`config.mk`:
```
export PLATFORM = sky130hd
export DESIGN_NAME = i2c_mem_slave
export DESIGN_NICKNAME = d
export VERILOG_FILES = /design/src/rtl/i2c_mem_pkg.sv /design/src/rtl/i2c_bus_events.sv /design/src/rtl/i2c_addr_ptr.sv /design/src/rtl/i2c_sda_drive.sv /design/src/rtl/i2c_mem_slave.sv
export SDC_FILE = /design/constraint.sdc
export NUM_CORES = 1
export LEC_CHECK = 0
export ABC_CLOCK_PERIOD_IN_PS = 5000
export BUFFER_PORTS_ARGS = -buffer_cell sky130_fd_sc_hd__buf_4
export CORE_AREA = 2 2 87 89
export CTS_CLUSTER_DIAMETER = 50
export DETAILED_ROUTE_END_ITERATION = 7
export DIE_AREA = 0 0 89 91
export MAX_ROUTING_LAYER = met4
export PLACE_DENSITY = 0.74
export RECOVER_POWER = 50
export SYNTH_ARGS = -nofsm -noshare
export SYNTH_HDL_FRONTEND = slang
export SYNTH_SLANG_ARGS = --single-unit
```
`constraint.sdc`:
```
create_clock -name clk -period 5 [get_ports clk]
set_input_delay 1.5 -clock clk [delete_from_list [all_inputs] [get_ports clk]]
set_output_delay 1.5 -clock clk [all_outputs]
set_load 0.02 [all_outputs]
```
`src/rtl/i2c_mem_pkg.sv`:
```
package i2c_mem_pkg;

    localparam logic [3:0] DEV_CODE = 4'b1010;

    typedef enum logic [2:0] {
        ST_IDLE,
        ST_RX,
        ST_SACK,
        ST_TX,
        ST_MACK
    } bus_st_e;

    typedef enum logic [1:0] {
        PH_CTRL,
        PH_AHI,
        PH_ALO,
        PH_DATA
    } phase_e;

    function automatic logic ctrl_match(input logic [7:0] b, input logic [2:0] sel);
        return (b[7:4] == DEV_CODE) && (b[3:1] == sel);
    endfunction

    function automatic phase_e next_phase(input phase_e p);
        case (p)
            PH_CTRL: return PH_AHI;
            PH_AHI:  return PH_ALO;
            default: return PH_DATA;
        endcase
    endfunction

endpackage

```
`src/rtl/i2c_bus_events.sv`:
```
module i2c_bus_events (
    input  logic clk,
    input  logic rst,
    input  logic scl,
    input  logic sda,
    output logic scl_rise,
    output logic scl_fall,
    output logic start_ev,
    output logic stop_ev
);
    logic scl_q;
    logic sda_q;

    always_ff @(posedge clk) begin
        if (rst) begin
            scl_q <= 1'b1;
            sda_q <= 1'b1;
        end else begin
            scl_q <= scl;
            sda_q <= sda;
        end
    end

    assign scl_rise = scl & ~scl_q;
    assign scl_fall = ~scl & scl_q;
    assign start_ev = scl & scl_q & sda_q & ~sda;
    assign stop_ev  = scl & scl_q & ~sda_q & sda;
endmodule

```
`src/rtl/i2c_addr_ptr.sv`:
```
module i2c_addr_ptr #(
    parameter int AW = 15,
    parameter int PW = 6
) (
    input  logic          clk,
    input  logic          rst,
    input  logic          load,
    input  logic [AW-1:0] load_val,
    input  logic          inc_page,
    input  logic          inc_lin,
    output logic [AW-1:0] ptr
);
    always_ff @(posedge clk) begin
        if (rst)
            ptr <= '0;
        else if (load)
            ptr <= load_val;
        else if (inc_page)
            ptr <= {ptr[AW-1:PW], ptr[PW-1:0] + 1'b1};
        else if (inc_lin)
            ptr <= ptr + 1'b1;
    end

    // a page increment keeps the page bits and steps only the offset
    assert_page_keep_R5: assert property (@(posedge clk) disable iff (rst)
        (inc_page && !load) |=> (ptr[AW-1:PW] == $past(ptr[AW-1:PW])) &&
                                (ptr[PW-1:0] == $past(ptr[PW-1:0]) + 1'b1));

    // a read step from the top address lands on zero
    assert_read_wrap_R9: assert property (@(posedge clk) disable iff (rst)
        (inc_lin && !load && !inc_page && (&ptr)) |=> (ptr == '0));
endmodule

```
`src/rtl/i2c_sda_drive.sv`:
```
module i2c_sda_drive #(
    parameter int HOLD_CYC = 3
) (
    input  logic clk,
    input  logic rst,
    input  logic scl,
    input  logic scl_fall,
    input  logic want_low,
    input  logic release_now,
    output logic sda_oe
);
    localparam int CW = $clog2(HOLD_CYC + 1);

    logic [CW-1:0] cnt;

    always_ff @(posedge clk) begin
        if (rst) begin
            sda_oe <= 1'b0;
            cnt    <= '0;
        end else if (release_now) begin
            sda_oe <= 1'b0;
            cnt    <= '0;
        end else if (scl_fall) begin
            cnt <= CW'(HOLD_CYC);
        end else if (cnt != '0) begin
            cnt <= cnt - 1'b1;
            if (cnt == CW'(1))
                sda_oe <= want_low;
        end
    end

    // the enable never moves during a high SCL phase
    assert_scl_high_stable_R10: assert property (@(posedge clk) disable iff (rst)
        (scl && $past(scl) && !$past(release_now)) |-> $stable(sda_oe));
endmodule

```
`src/rtl/i2c_mem_slave.sv`:
```
module i2c_mem_slave
    import i2c_mem_pkg::*;
#(
    parameter int ADDR_W   = 15,
    parameter int PAGE_W   = 6,
    parameter int HOLD_CYC = 3
) (
    input  logic              clk,
    input  logic              rst,
    input  logic              scl_i,
    input  logic              sda_i,
    output logic              sda_oe_o,
    input  logic [2:0]        sel_i,
    input  logic              busy_i,
    output logic [ADDR_W-1:0] rd_addr_o,
    input  logic [7:0]        rd_data_i,
    output logic              wr_en_o,
    output logic [ADDR_W-1:0] wr_addr_o,
    output logic [7:0]        wr_data_o,
    output logic              commit_o
);
    localparam int HI_W = ADDR_W - 8;

    logic scl_rise, scl_fall, start_ev, stop_ev;
    bus_st_e st;
    phase_e  ph;
    logic [2:0]      bitcnt;
    logic            byte_full;
    logic [7:0]      shreg;
    logic            rw;
    logic            mack;
    logic            wr_pending;
    logic [HI_W-1:0] hi_q;
    logic [ADDR_W-1:0] ptr;

    i2c_bus_events u_events (
        .clk(clk), .rst(rst), .scl(scl_i), .sda(sda_i),
        .scl_rise(scl_rise), .scl_fall(scl_fall),
        .start_ev(start_ev), .stop_ev(stop_ev)
    );

    logic byte_end, ctrl_ok, ptr_load, ptr_inc_pg, ptr_inc_lin, want_low;

    always_comb begin
        byte_end    = (st == ST_RX) && scl_fall && byte_full && !start_ev && !stop_ev;
        ctrl_ok     = ctrl_match(shreg, sel_i) && !busy_i;
        ptr_load    = byte_end && (ph == PH_ALO);
        ptr_inc_pg  = byte_end && (ph == PH_DATA);
        ptr_inc_lin = (st == ST_MACK) && scl_rise;
        want_low    = (st == ST_SACK) || ((st == ST_TX) && !shreg[7]);
    end

    i2c_addr_ptr #(.AW(ADDR_W), .PW(PAGE_W)) u_ptr (
        .clk(clk), .rst(rst),
        .load(ptr_load), .load_val({hi_q, shreg}),
        .inc_page(ptr_inc_pg), .inc_lin(ptr_inc_lin),
        .ptr(ptr)
    );

    i2c_sda_drive #(.HOLD_CYC(HOLD_CYC)) u_drive (
        .clk(clk), .rst(rst), .scl(scl_i), .scl_fall(scl_fall),
        .want_low(want_low), .release_now(start_ev | stop_ev),
        .sda_oe(sda_oe_o)
    );

    assign rd_addr_o = ptr;

    always_ff @(posedge clk) begin
        if (rst) begin
            st         <= ST_IDLE;
            ph         <= PH_CTRL;
            bitcnt     <= '0;
            byte_full  <= 1'b0;
            shreg      <= '0;
            rw         <= 1'b0;
            mack       <= 1'b0;
            wr_pending <= 1'b0;
            hi_q       <= '0;
            wr_en_o    <= 1'b0;
            wr_addr_o  <= '0;
            wr_data_o  <= '0;
            commit_o   <= 1'b0;
        end else begin
            wr_en_o  <= 1'b0;
            commit_o <= 1'b0;
            if (start_ev) begin
                st         <= ST_RX;
                ph         <= PH_CTRL;
                bitcnt     <= '0;
                byte_full  <= 1'b0;
                wr_pending <= 1'b0;
            end else if (stop_ev) begin
                // the stop sequence clocks at most one stray bit of a new byte
                commit_o   <= wr_pending && (st == ST_RX) && (ph == PH_DATA) &&
                              !byte_full && (bitcnt <= 3'd1);
                st         <= ST_IDLE;
                wr_pending <= 1'b0;
            end else begin
                case (st)
                    ST_RX: begin
                        if (scl_rise) begin
                            shreg  <= {shreg[6:0], sda_i};
                            bitcnt <= bitcnt + 3'd1;
                            if (bitcnt == 3'd7)
                                byte_full <= 1'b1;
                        end else if (byte_end) begin
                            byte_full <= 1'b0;
                            bitcnt    <= '0;
                            st        <= ST_SACK;
                            case (ph)
                                PH_CTRL: begin
                                    rw <= shreg[0];
                                    if (!ctrl_ok)
                                        st <= ST_IDLE;
                                end
                                PH_AHI: hi_q <= shreg[HI_W-1:0];
                                PH_DATA: begin
                                    wr_en_o    <= 1'b1;
                                    wr_addr_o  <= ptr;
                                    wr_data_o  <= shreg;
                                    wr_pending <= 1'b1;
                                end
                                default: ;
                            endcase
                        end
                    end
                    ST_SACK: begin
                        if (scl_fall) begin
                            bitcnt <= '0;
                            if ((ph == PH_CTRL) && rw) begin
                                st    <= ST_TX;
                                shreg <= rd_data_i;
                            end else begin
                                st <= ST_RX;
                                ph <= next_phase(ph);
                            end
                        end
                    end
                    ST_TX: begin
                        if (scl_fall) begin
                            shreg  <= {shreg[6:0], 1'b0};
                            bitcnt <= bitcnt + 3'd1;
                            if (bitcnt == 3'd7)
                                st <= ST_MACK;
                        end
                    end
                    ST_MACK: begin
                        if (scl_rise) begin
                            mack <= !sda_i;
                        end else if (scl_fall) begin
                            if (mack) begin
                                st     <= ST_TX;
                                shreg  <= rd_data_i;
                                bitcnt <= '0;
                            end else begin
                                st <= ST_IDLE;
                            end
                        end
                    end
                    default: ;
                endcase
            end
        end
    end

    // an idle engine never holds the line
    assert_idle_released_R11: assert property (@(posedge clk) disable iff (rst)
        sda_oe_o |-> (st != ST_IDLE));

    // a control byte that completes during a write cycle is dropped
    assert_busy_nack_R3: assert property (@(posedge clk) disable iff (rst)
        (byte_end && (ph == PH_CTRL) && busy_i) |=> (st == ST_IDLE));

    // a START always restarts control byte reception
    assert_start_restart_R12: assert property (@(posedge clk) disable iff (rst)
        start_ev |=> ((st == ST_RX) && (ph == PH_CTRL) && (bitcnt == 3'd0) && !byte_full));

    // a commit never coincides with the strobe of a new data byte
    assert_commit_alone_R6: assert property (@(posedge clk) disable iff (rst)
        commit_o |-> (!wr_en_o && $past(stop_ev)));
endmodule

```
# Word level (Yosys, flattened, before mapping)
# Cells that the tools add are included.
# op_classes
n_addsub,4
magnitude_cmp,1
eq_ne,31
muxes,40
n_bitwise,19
reduce_logical,48
# op_table
op,count
8-bit two-way mux,7
15-bit two-way mux,3
3-bit two-way mux,14
8-bit case mux with 4 select lines,1
4-bit inequality test (second input constant),6
3-bit case mux with 4 select lines,2
8-bit AND reduction,3
2-bit inequality test (second input constant),9
6-bit AND reduction,3
4-bit AND reduction,4
15-bit by 1-bit adder with 15-bit output (second input constant),1
1-bit logical AND,15
2-bit two-way mux,6
1-bit NOT,11
10-bit AND reduction,1
2-bit nonzero test,4
1-bit AND,7
6-bit by 1-bit adder with 6-bit output (second input constant),1
3-bit by 2-bit equality test with 1-bit output (second input constant),2
3-bit equality test (second input constant),2
1-bit logical NOT,6
1-bit two-way mux,6
2-bit by 1-bit inequality test with 1-bit output (second input constant),3
6-bit nonzero test,1
other kinds (21),25
# totals
register_bits,72
inputBits,16
output_inout_bits,41
elab_cells,163

# Longest topological paths before layout
# depth
ltp_word,11
depth_mapped,7

# Hierarchy
# Synthesis repeated with hierarchy kept, for this count alone.
# hier_totals
cells_unflattened,389
hier_area_um2,3593.4
# by_module_without_submodules
mod,n_inst,cells_per_inst,area_each_um2
i2c_mem_slave,1,256,2431.1
i2c_addr_ptr,1,110,914.6
i2c_sda_drive,1,15,162.7
i2c_bus_events,1,8,85.1

# Least setup slack after synthesis
# Ideal clock, no wire load.
# synth_path
path_type,input-to-reg
from,input scl_i
to,register u_ptr.ptr[5]
arrival_time_ps,2780
t_required_ps,4883
setup_slack_ps,2102
cell_stages,6
path_cell_list,nand3b_1 > clkbuf_1 > nor3_1 > buf_2 > o22ai_1 > a32o_1
# synth_between
elab_chain_cells,9
word_cells_on_any_way,20
# synth_rtl
item,line,source
"start, declared",i2c_mem_slave.sv:10,"input logic scl_i,"
1-bit AND or 1-bit NOT (tied branches),"i2c_bus_events.sv:26, i2c_bus_events.sv:27, i2c_bus_events.sv:25",
"1-bit AND, on equally long branches","i2c_bus_events.sv:26, i2c_bus_events.sv:25",
1-bit AND or 1-bit logical AND (tied branches),"i2c_bus_events.sv:26, i2c_mem_slave.sv:45",
1-bit logical NOT or 1-bit logical AND (tied branches),i2c_mem_slave.sv:45,byte_end = (st == ST_RX) && scl_fall && byte_full && !start_ev && !stop_ev;
1-bit logical AND (2 in a row),i2c_mem_slave.sv:45,
1-bit logical AND,i2c_mem_slave.sv:48,ptr_inc_pg = byte_end && (ph == PH_DATA);
15-bit two-way mux,i2c_addr_ptr.sv:18,else if (inc_page)
15-bit two-way mux,i2c_addr_ptr.sv:16,else if (load)
"end signal, assigned",i2c_addr_ptr.sv:17,ptr <= load_val;
"end signal, assigned",i2c_addr_ptr.sv:19,"ptr <= {ptr[AW-1:PW], ptr[PW-1:0] + 1'b1};"
"end signal, assigned",i2c_addr_ptr.sv:21,ptr <= ptr + 1'b1;
"end, declared",i2c_addr_ptr.sv:11,output logic [AW-1:0] ptr
# Parallel ways exist; a longest one is shown, timed or not. The select of a mux whose other input is x is not followed.
# A chain may end at the register's enable or synchronous reset.

# Worst setup path in the final report
# layout_path
from,input scl_i
to,register u_ptr.ptr[6]
# layout_between
elab_chain_cells,9
word_cells_on_any_way,21
# layout_rtl
item,line
1-bit AND or 1-bit NOT (tied branches),"i2c_bus_events.sv:26, i2c_bus_events.sv:27, i2c_bus_events.sv:25"
"1-bit AND, on equally long branches","i2c_bus_events.sv:26, i2c_bus_events.sv:25"
1-bit AND or 1-bit logical AND (tied branches),"i2c_bus_events.sv:26, i2c_mem_slave.sv:45"
1-bit logical NOT or 1-bit logical AND (tied branches),i2c_mem_slave.sv:45
1-bit logical AND (2 in a row),i2c_mem_slave.sv:45
"1-bit logical AND, on equally long branches","i2c_mem_slave.sv:47, i2c_mem_slave.sv:48"
2-bit inequality test (no line) or 2-bit nonzero test (tied branches),-
2-bit AND reduction (no line),-
# Parallel ways exist; a longest one is shown, timed or not.

==> summary.txt <==
Initial antenna violation count - 0
Wire length per cell - 16.4 um
Max Slew Vio Count - 0
Fin crit period - 3.37 ns
Root Driver - clkbuf_8
Worst-path cell chain - clkbuf_1 > nand2b_1 > nor2_1 > clkbuf_1 > mux2_2 > o211a_1
Crit path largest cell delay - 0.69 ns
PostCTS Resize Cnt - 0
Critical path class - input pin to flip-flop
Post-layout util - 59.2%
Vias in the first global route - 3082
GP Congestion - 0.885
Final Hold Fails - 0
GRT Total Usage - 25.5%
DR iter-0 viols - 359
Peak VDD IR - 0.132 mV
Layout area overhead - 13.8%
Vias per cell - 6.09
Worst hold path type - flip-flop to flip-flop
Final HPWL DP - 6550 um
Die area - 8100 um2
Post-synthesis register bit count - 72
Commonest cells after routing, fill and taps aside - 72 x dfxtp_1, 63 x nand2_1, 43 x clkbuf_1
Outcome - complete, no violations
Top FF cell, synth - dfxtp_1
Post-synth EDFFs - 0
RSZ-0062 raised after global routing - no
Mapped Avg Cell Area - 8.54 um2
P_leak - 1.43 nW
Drt first pass iters - 6
Delay-heaviest family, CP - buffers and inverters
Largest net degree at the start of global routing - 59
CTS Buffer Depth - 2
Worst-path clk slew - 0.07 ns
Warnings from Yosys - 0
Max Fanout on Critical Path - 18
Die width - 89 um
Commonest non-fill, non-tap cell in the layout - dfxtp_1
DRC viols - 0
Max cap viols - 0
CP startpoint kind - input pin
Synth cell types - 68
Total grt overflow - 0
Fraction of registers with async set/reset - 0%
CTS hold repair buffers - 0
N_diodes - 0
Crit path top cell by count - clkbuf_1
H-tree depth - 3
FMAX - 0.296 GHz
First-pass GRT wire length - 15700 um
Synth Instances - 435
Slew @ Worst Pin - 1.08 ns
Post-Place Worst Slack - 1.51 ns
NumNets Final - 495
Register area share after synthesis - 38.8%
Initial Util - 52.1%
Setup Viol. Count Final - 0
IO Count - 57
PortBufs - 56
Setup ws final - 1.63 ns
Slowest CP cell - clkbuf_1
Clk_skew - 0.00908 ns
Cell Area, Synth - 3720 um2
WP data required - 5.25 ns
Cell Rows - 31
Clock tree from TritonCTS - built
Total CTS buffers - 9
Die Ht - 91 um
Layout cells sized above 1 - 9.81%
Routed vias - 3521
PD cells - 277 nW/um2
Syn nets - 456
TNS Setup - 0 ns
# Post-CTS Setup Buffers - 0
Endpoint class of the critical path - flip-flop
# clock sinks - 72
Core area - 7140 um2
Drt total wl - 9500 um
Clock Latency Late Sink - 0.36 ns
Period utilization - 67.5%
Post-route ant nets - 0
Max_slew headroom - 27.9%
Buf+Inv Stages, Crit Path - 2
Critical path arrival - 3.63 ns
-- worst reg2reg max path, cell delays in order, from the launching register on --
cell and delay [ns]:
dfxtp_1 0.68, nor3b_1 0.71, nand4_1 1.00, nand2_1 0.33, a21oi_1 0.09
-- worst paths after layout --
check / from / end / slack (ns) / cells past startpoint
setup / recovery: scl_i / u_ptr.ptr[6] / 1.63 / 6
hold / removal: wr_addr_o[2] / wr_addr_o[2] / 0.45 / 2
setup reg to reg: st[0] / wr_addr_o[12] / 2.07 / 4
hold reg to reg: wr_addr_o[2] / wr_addr_o[2] / 0.45 / 2
-- per-stage QoR --
stage / cell area, um2 / hold slack (ns) / instances / power (mW)
after CTS: 4390 / 0.454 / 578 / 1.18
after floorplan: 3720 / 0.432 / 435 / 0.637
final: 4230 / 0.450 / 578 / 1.17
after detailed placement: 4160 / 0.443 / 562 / 0.659
after global placement: 4160 / 0.438 / 562 / 0.655
after global routing: 4230 / 0.470 / 578 / 1.21
-- flip-flops by register name, indices dropped and copies added (netlist names), 2 cells and up --
register / count
u_ptr.ptr: 15
wr_addr_o: 15
shreg: 8
wr_data_o: 8
hi_q: 7
bitcnt: 3
st: 3
ph: 2
u_drive.cnt: 2
-- final cells by class --
class | count | area (um2)
Clock buffer | 11 | 151
Multi-Input combinational cell | 322 | 2110
Clock inverter | 5 | 78.8
Inverter | 10 | 37.5
Timing Repair Buffer | 59 | 282
Fill cell | 732 | 2910
Sequential cell | 72 | 1440
Tap cell | 99 | 124
-- power breakdown --
group	total [mW]	switching, mW	internal (mW)
Combinational	0.0595	0.0335	0.0261
Clock	0.524	0.217	0.307
Sequential	0.586	0.00734	0.578
-- synth_stat cells, types with 3 or more instances --
library cell	instances	area (um2)
dfxtp_1	72	1440
nand2_1	63	236
a21oi_1	41	205
mux2i_1	23	230
nor2_1	22	82.6
clkbuf_1	21	78.8
nor3_1	12	60.1
inv_1	10	37.5
nor4_1	10	62.6
a311oi_1	9	78.8
nand4_1	9	56.3
buf_2	7	35.0
nand2b_1	6	37.5
nand3_1	6	30.0
o21ai_0	6	30.0
o32ai_1	6	52.6
ha_1	5	62.6
nand3b_1	5	37.5
nand4b_1	5	43.8
nor2b_1	5	31.3
nor3b_1	5	37.5
a22oi_1	4	30.0
nor4bb_1	4	40.0
or3_1	4	25.0
a221oi_1	3	26.3
and2_1	3	18.8
mux2_2	3	33.8
o211ai_1	3	22.5
o311a_1	3	30.0
o31a_1	3	26.3
or2_2	3	18.8
xnor2_1	3	26.3
-- cells by family (layout without fill, tap and decap cells) --
family	Yosys count	count (layout)	synth area share, %
AO/OA/AOI/OAI	107	107	19.9
XOR/XNOR	5	5	1.18
adder cells (fa/ha/maj)	5	5	1.68
buffers and inverters	41	85	4.58
flip-flops	72	72	38.8
multiplexers	27	27	7.51
AND/OR/NAND/NOR	178	178	26.4
-- routing by layer --
layer  global-route usage, %  vias to the layer above  routed length, um
met3                    6.09                       20                843
met2                    35.2                      175               4150
li1                        -                     1700                  -
met1                    35.9                     1626               4320
met4                    9.58                        0                184
met5                       -                        -                  0
No activity file was read; power rests on OpenSTA's default activity.
